===== config.mk =====
export PLATFORM = sky130hd
export DESIGN_NAME = pwm_autoreload_timer
export DESIGN_NICKNAME = d
export VERILOG_FILES = /design/src/rtl/pwm_timer_pkg.sv /design/src/rtl/pwm_reload_reg.sv /design/src/rtl/pwm_down_counter.sv /design/src/rtl/pwm_phase_out.sv /design/src/rtl/pwm_autoreload_timer.sv
export SDC_FILE = /design/constraint.sdc
export NUM_CORES = 1
export LEC_CHECK = 0
export BUFFER_PORTS_ARGS = -buffer_cell sky130_fd_sc_hd__clkbuf_2
export CAP_MARGIN = 20
export CELL_PAD_IN_SITES_DETAIL_PLACEMENT = 0
export CELL_PAD_IN_SITES_GLOBAL_PLACEMENT = 2
export CORE_MARGIN = 2
export CORE_UTILIZATION = 30
export DETAILED_ROUTE_END_ITERATION = 10
export GPL_ROUTABILITY_DRIVEN = 0
export MAX_ROUTING_LAYER = met4
export PLACE_DENSITY = 0.83
export RECOVER_POWER = 50
export SYNTH_ARGS = -nofsm -noshare
export SYNTH_HDL_FRONTEND = slang
export SYNTH_SLANG_ARGS = --single-unit

===== constraint.sdc =====
create_clock -name clk -period 1.95 [get_ports clk]
set_input_delay 0 -clock clk [delete_from_list [all_inputs] [get_ports clk]]
set_output_delay 0 -clock clk [all_outputs]
set_load 0.01 [all_outputs]

===== src/rtl/pwm_timer_pkg.sv =====
package pwm_timer_pkg;
  localparam int unsigned DEF_CNT_W = 8;

  typedef enum logic {
    LVL_LOW  = 1'b0,
    LVL_HIGH = 1'b1
  } pin_lvl_e;
endpackage


===== src/rtl/pwm_reload_reg.sv =====
module pwm_reload_reg #(
  parameter int unsigned CNT_W = 8
) (
  input  logic             clk,
  input  logic             rst,
  input  logic             we,
  input  logic [CNT_W-1:0] wdata,
  output logic [CNT_W-1:0] next_val
);
  logic [CNT_W-1:0] hold_q;

  always_ff @(posedge clk) begin
    if (rst)     hold_q <= '0;
    else if (we) hold_q <= wdata;
  end

  // a write in the same cycle is visible to a reload in that cycle
  assign next_val = we ? wdata : hold_q;


  reload_stable_chk: assert property (@(posedge clk) disable iff (rst)
    !we |=> $stable(hold_q));
endmodule


===== src/rtl/pwm_down_counter.sv =====
module pwm_down_counter #(
  parameter int unsigned CNT_W = 8
) (
  input  logic             clk,
  input  logic             rst,
  input  logic             tick,
  input  logic             run,
  input  logic             load,
  input  logic [CNT_W-1:0] load_val,
  input  logic [CNT_W-1:0] reload_val,
  output logic             underflow
);
  localparam logic [CNT_W-1:0] ZERO = '0;
  localparam logic [CNT_W-1:0] ONE  = {{(CNT_W-1){1'b0}}, 1'b1};

  logic [CNT_W-1:0] cnt_q;
  logic             step;

  assign step      = run && tick && !load;
  assign underflow = step && (cnt_q == ZERO);

  always_ff @(posedge clk) begin
    if (rst)            cnt_q <= ZERO;
    else if (load)      cnt_q <= load_val;
    else if (underflow) cnt_q <= reload_val;
    else if (step)      cnt_q <= cnt_q - ONE;
  end


  load_wins_chk: assert property (@(posedge clk) disable iff (rst)
    load |=> cnt_q == $past(load_val));


  decrement_chk: assert property (@(posedge clk) disable iff (rst)
    (step && cnt_q != ZERO) |=> cnt_q == $past(cnt_q) - ONE);


  reload_on_uf_chk: assert property (@(posedge clk) disable iff (rst)
    underflow |=> cnt_q == $past(reload_val));


  frozen_chk: assert property (@(posedge clk) disable iff (rst)
    (!run && !load) |=> $stable(cnt_q));


  no_tick_hold_chk: assert property (@(posedge clk) disable iff (rst)
    (!tick && !load) |=> $stable(cnt_q));
endmodule


===== src/rtl/pwm_phase_out.sv =====
module pwm_phase_out
  import pwm_timer_pkg::*;
(
  input  logic clk,
  input  logic rst,
  input  logic underflow,
  input  logic irq_clr,
  output logic pin,
  output logic irq
);
  pin_lvl_e lvl_q;
  logic     irq_q;

  always_ff @(posedge clk) begin
    if (rst) begin
      lvl_q <= LVL_HIGH;
      irq_q <= 1'b0;
    end else begin
      if (underflow) lvl_q <= (lvl_q == LVL_HIGH) ? LVL_LOW : LVL_HIGH;
      if (underflow)    irq_q <= 1'b1;
      else if (irq_clr) irq_q <= 1'b0;
    end
  end

  assign pin = (lvl_q == LVL_HIGH);
  assign irq = irq_q;


  toggle_on_uf_chk: assert property (@(posedge clk) disable iff (rst)
    underflow |=> pin != $past(pin));


  pin_quiet_chk: assert property (@(posedge clk) disable iff (rst)
    !underflow |=> $stable(pin));


  irq_set_chk: assert property (@(posedge clk) disable iff (rst)
    underflow |=> irq);


  irq_clear_chk: assert property (@(posedge clk) disable iff (rst)
    (irq_clr && !underflow) |=> !irq);
endmodule


===== src/rtl/pwm_autoreload_timer.sv =====
module pwm_autoreload_timer
  import pwm_timer_pkg::*;
#(
  parameter int unsigned CNT_W = DEF_CNT_W
) (
  input  logic             clk,
  input  logic             rst,
  input  logic             tick,
  input  logic             run,
  input  logic             tmr_we,
  input  logic [CNT_W-1:0] tmr_wdata,
  input  logic             rld_we,
  input  logic [CNT_W-1:0] rld_wdata,
  input  logic             irq_clr,
  output logic             pwm_out,
  output logic             irq_pend
);
  logic [CNT_W-1:0] reload_val;
  logic             uf;

  pwm_reload_reg #(.CNT_W(CNT_W)) u_rld (
    .clk      (clk),
    .rst      (rst),
    .we       (rld_we),
    .wdata    (rld_wdata),
    .next_val (reload_val)
  );

  pwm_down_counter #(.CNT_W(CNT_W)) u_cnt (
    .clk        (clk),
    .rst        (rst),
    .tick       (tick),
    .run        (run),
    .load       (tmr_we),
    .load_val   (tmr_wdata),
    .reload_val (reload_val),
    .underflow  (uf)
  );

  pwm_phase_out u_out (
    .clk       (clk),
    .rst       (rst),
    .underflow (uf),
    .irq_clr   (irq_clr),
    .pin       (pwm_out),
    .irq       (irq_pend)
  );
endmodule


==> Word-level counts from Yosys, hierarchy flattened <==
Index checks and enable logic that the tools add are counted.
{ "word_totals": {"ff_bits": 18, "latch_bits": 0, "ram_bits": 0, "rom_bits": 0, "inputBits": 23, "word_cells": 19, "n_memories": 0} }
{ "op_classes": {"addsub": 1, "multipliers": 0, "n_div": 0, "n_lt_le_gt_ge": 0, "eq_ne": 0, "n_shift": 0, "mux": 7, "bitwise_logic": 0, "n_reduce_logical": 7} }
{ "op_table": {"columns": ["op", "n"], "rows": [
  ["$mux 8", 4],
  ["$logic_not 8->1", 1],
  ["$sub 8x1->8 const B", 1],
  ["$logic_and 1x1->1", 3],
  ["$mux 1", 3],
  ["$reduce_bool 3->1", 1],
  ["$reduce_bool 2->1", 1],
  ["$logic_not 1->1", 1]
]} }

==> Longest topological paths before layout <==
{ "depth": {"word_depth": 5, "depth_mapped": 6} }

==> By module <==
From an unflattened synthesis, not the netlist that was laid out.
{ "hier_totals": {"cells_unflattened": 109, "hier_area_um2": 1047.3} }
{ "by_module_without_submodules": {"columns": ["mod", "instances", "cells_per_inst", "area_per_inst_um2", "seq_area_each_um2"], "rows": [
  ["pwm_down_counter", 1, 77, 631.9, 160.2],
  ["pwm_reload_reg", 1, 25, 341.6, 160.2],
  ["pwm_phase_out", 1, 7, 73.8, 40.0]
]} }

==> Worst setup path before layout <==
No wires, ideal clock.
{ "synth_path": {"kind": "register to register", "startpoint": "reg u_cnt.cnt_q[0]", "endpoint": "reg u_cnt.cnt_q[6]", "setup_ns": 0.086, "t_arrival_ns": 1.667, "required_time_ns": 1.864, "setup_slack_ns": 0.198, "stages_incl_launch_ff": 7, "n_path_buf": 0, "period_less_slack_ns": 1.752, "path_cell_list": "dfxtp_1 -> inv_1 -> ha_1 -> or3b_1 -> or4_1 -> mux2i_1 -> a211oi_1"} }
{ "synth_via": {"elab_chain_cells": 4, "elab_cells_between_ends": 7, "classes_between": "add/sub: 1; mux: 3; reduce/logical: 3"} }
{ "synth_rtl": {"columns": ["item", "line_no", "rtl"], "rows": [
  ["start, declared", "pwm_down_counter.sv:16", "logic [CNT_W-1:0] cnt_q;"],
  ["start signal, assigned", "pwm_down_counter.sv:24", "else if (load) cnt_q <= load_val;"],
  ["start signal, assigned", "pwm_down_counter.sv:25", "else if (underflow) cnt_q <= reload_val;"],
  ["start signal, assigned", "pwm_down_counter.sv:26", "else if (step) cnt_q <= cnt_q - ONE;"],
  ["$sub 8x1->8 or $logic_not 8->1 (tied branches)", "pwm_down_counter.sv:26, pwm_down_counter.sv:20", null],
  ["$mux 8 or $logic_and 1x1->1 (tied branches)", "pwm_down_counter.sv:26, pwm_down_counter.sv:20", null],
  ["$mux 8", "pwm_down_counter.sv:25", null],
  ["$mux 8", "pwm_down_counter.sv:24", null]
]} }
Parallel ways exist; a longest one is shown, timed or not. The select of a mux whose other input is x is not followed.
A chain may end at the register's enable or synchronous reset.

==> Worst setup path after layout <==
Ends and elaborated chain as after synthesis.

==> flow_summary.yaml <==
status:
  outcome: "finished, final reports clean"
cts:
  cts_max_level: 1
  clk_latency_ps: 290
  clk_pin_slew_worst_paths_ps: 100
  tritoncts: "yes"
  root_buffer: "clkbuf_4"
  postCtsSetupBuffers: 0
  cts_num_sinks: 18
  clock_path_buffers: 2
  cts_made_buffers: 3
synth:
  yosysWarningCount: 0
  synth_seq_cells: 18
  ys.flop_type: "dfxtp_1"
  synth_top_area_share_pct: 37.60
  yosysMostFrequentCell: "dfxtp_1"
  async_reset_ff_share_pct: 0
  synth_top_family_by_area: "simple AND/OR/NAND/NOR gates"
  synth-compound-area-share_pct: 17.75
  synthMuxAreaShare_pct: 12.27
  ys_seq_area_share_pct: 37.60
  synth-xor-area-share_pct: 2.742
  synth_enable_flop_cells: 0
  synth_fa_ha_area_share_pct: 1.305
  yosysUniqueCellTypes: 37
  synth_nets: 124
  postSynthAreaPerCell_um2: 9.584
  synthTopCellsByCount: "dfxtp_1 (18), nor2_1 (11), mux2i_1 (8), inv_1 (7), a21oi_1 (5)"
  synthTopCellsByArea: "dfxtp_1 (38%), mux2i_1 (8.4%), nor2_1 (4.3%), a2111oi_4 (2.9%), inv_1 (2.7%)"
  synthSimpleGateAreaFrac_pct: 22.19
  synth_area_leader_cell: "dfxtp_1"
  synth_area_um2: 958.4
  syn_inst: 100
layout:
  final_util_pct: 41.43
  syn2layout_area_growth_pct: 31.98
  nets: 161
  num_antenna_cells: 0
  fillers: 334
  drive_gt1_share_pct: 28.68
  final_cells: 180
  stdcell_area_um2: 1265
drt:
  first_pass_iters: 4
  wire_per_inst_um: 11.64
  via_per_inst: 4.789
  via_count: 862
  drc: 0
  drt_iter0_drc: 12
  ant_nets: 0
  wl_mm: 2.096
timing:
  setup-violations-final: 0
  tightest_slew_ps: 418.1
  slew_headroom_pct: 71.41
  period_share_pct: 95.63
  hold_viol: 0
  fmax_mhz: 536.3
  finalClockSkew_ps: 5.064
  final-max-slew-violation-count: 0
  period_minus_slack_ps: 1865
global_routing:
  grt_pass1_vias: 774
  grt_max_degree: 19
  antenna_found_initial: 0
  grt_pass1_wl_mm: 3.429
  overflow: 0
  grt_usage_pct: 12.94
floorplan:
  row_count: 20
  initial_core_util_pct: 31.39
  die-area_um2: 3663
  die_h_um: 60.52
  core_um2: 3053
  die_w_um: 60.52
  design.portCount: 25
critical_path:
  arrival_ps: 2080
  startpoint_type: "register"
  cp_num_buf_inv: 1
  crit_path_top_delay_cell: "or4_1"
  cp.required_ps: 2170
  end_kind: "register"
  max_stage_delay_ps: 430
  crit_fanout: 5
  path_delay_family: "simple AND/OR/NAND/NOR gates"
  critPathKind: "reg -> reg"
  path_cells: "inv_1, ha_2, or3b_4, or4_1, mux2i_1, a211oi_1"
placed_design:
  placed_area_um2: 1109
  io_buffer_count: 24
  dp_hpwl_mm: 1.580
  placedCellCount: 165
worst_hold_path:
  hold_path.class: "in -> reg"
power:
  ir_drop_uv: 159.6
  total_leakage_power_nw: 0.5520
  p_per_area_nw_per_um2: 663.7
run:
  maxCapViolations: 0
-- registers in the layout, summed over array words and instances, names as in the netlist --
name	flops
u_cnt.cnt_q	8
u_rld.hold_q	8
u_out.irq	1
u_out.pin	1
-- cell type report --
class                   instances  area, µm²  share of cell area (%)
inverters                       7      26.28                   2.077
multi-input cells              71      550.5                   43.52
clock buffers                   4      36.28                   2.868
well taps                      44      55.05                   4.352
repair buffers                 36      235.2                   18.60
flip-flops and latches         18      361.6                   28.59
-- kinds of logic (layout without fill, tap and decap cells) --
| kind of cell | Yosys count | count (layout) |
|---|---|---|
| AO/OA/AOI/OAI | 21 | 21 |
| XOR/XNOR | 3 | 3 |
| AND/OR/NAND/NOR | 35 | 35 |
| buffers and inverters | 11 | 47 |
| adder cells (fa/ha/maj) | 1 | 1 |
| multiplexers | 11 | 11 |
| flip-flops | 18 | 18 |
-- per-stage QoR --
stage	setup TNS (ps)	setup slack (ps)	hold slack (ps)	power (mW)
final	0	85.21	10.80	0.8395
after global routing	-4.256	-4.256	25.12	0.8861
after CTS	0	66.72	13.39	0.8410
after detailed placement	0	68.70	255.1	0.5948
after global placement	0	141.4	250.4	0.5934
after floorplan	0	197.9	151.1	0.5452
-- tightest hold or removal path, stage by stage --
cell	delay, ps
clkbuf_2	80
inv_1	40
a21oi_1	60
o311a_1	100
-- worst paths after layout --
check	from	end	slack, ps	cells after the start
hold / removal	tmr_wdata[0]	u_cnt.cnt_q[0]	10	4
setup / recovery	u_cnt.cnt_q[0]	u_cnt.cnt_q[6]	90	6
hold reg to reg	u_out.irq	u_out.irq	480	2
setup reg to reg	u_cnt.cnt_q[0]	u_cnt.cnt_q[6]	90	6
-- per-layer routing --
metal,wire length [µm],up-vias,share of wire (%),GRT usage [%]
met3,94,4,4.5,2.559
met2,958,22,46,19.88
li1,-,441,-,-
met5,0,-,0,-
met4,42,0,2.0,5.901
met1,1001,395,48,16.41
-- repair_timing --
item,in CTS,in global routing
resized for setup,0,4
setup endpoints to repair,0,2
hold buffers,11,0
endpoints found under the hold margin,11,0
-- where the power goes --
| group | internal (mW) | switching, mW | total [mW] |
|---|---|---|---|
| Clock | 0.114 | 0.115 | 0.229 |
| Combinational | 0.105 | 0.0903 | 0.196 |
| Sequential | 0.392 | 0.0234 | 0.415 |
-- cells in the final DEF, fill, tap and decap left out, types with 3 or more instances in the layout --
master / synthesis / layout
clkbuf_2: 0 / 22
dfxtp_1: 18 / 17
nor2_1: 11 / 11
dlygate4sd3_1: 0 / 11
mux2i_1: 8 / 8
inv_1: 7 / 7
a21oi_1: 5 / 5
nand2_1: 4 / 4
nand3_1: 3 / 3
or4_1: 3 / 3
a31oi_1: 3 / 3
clkbuf_4: 0 / 3
(Power assumes the default switching activity.)
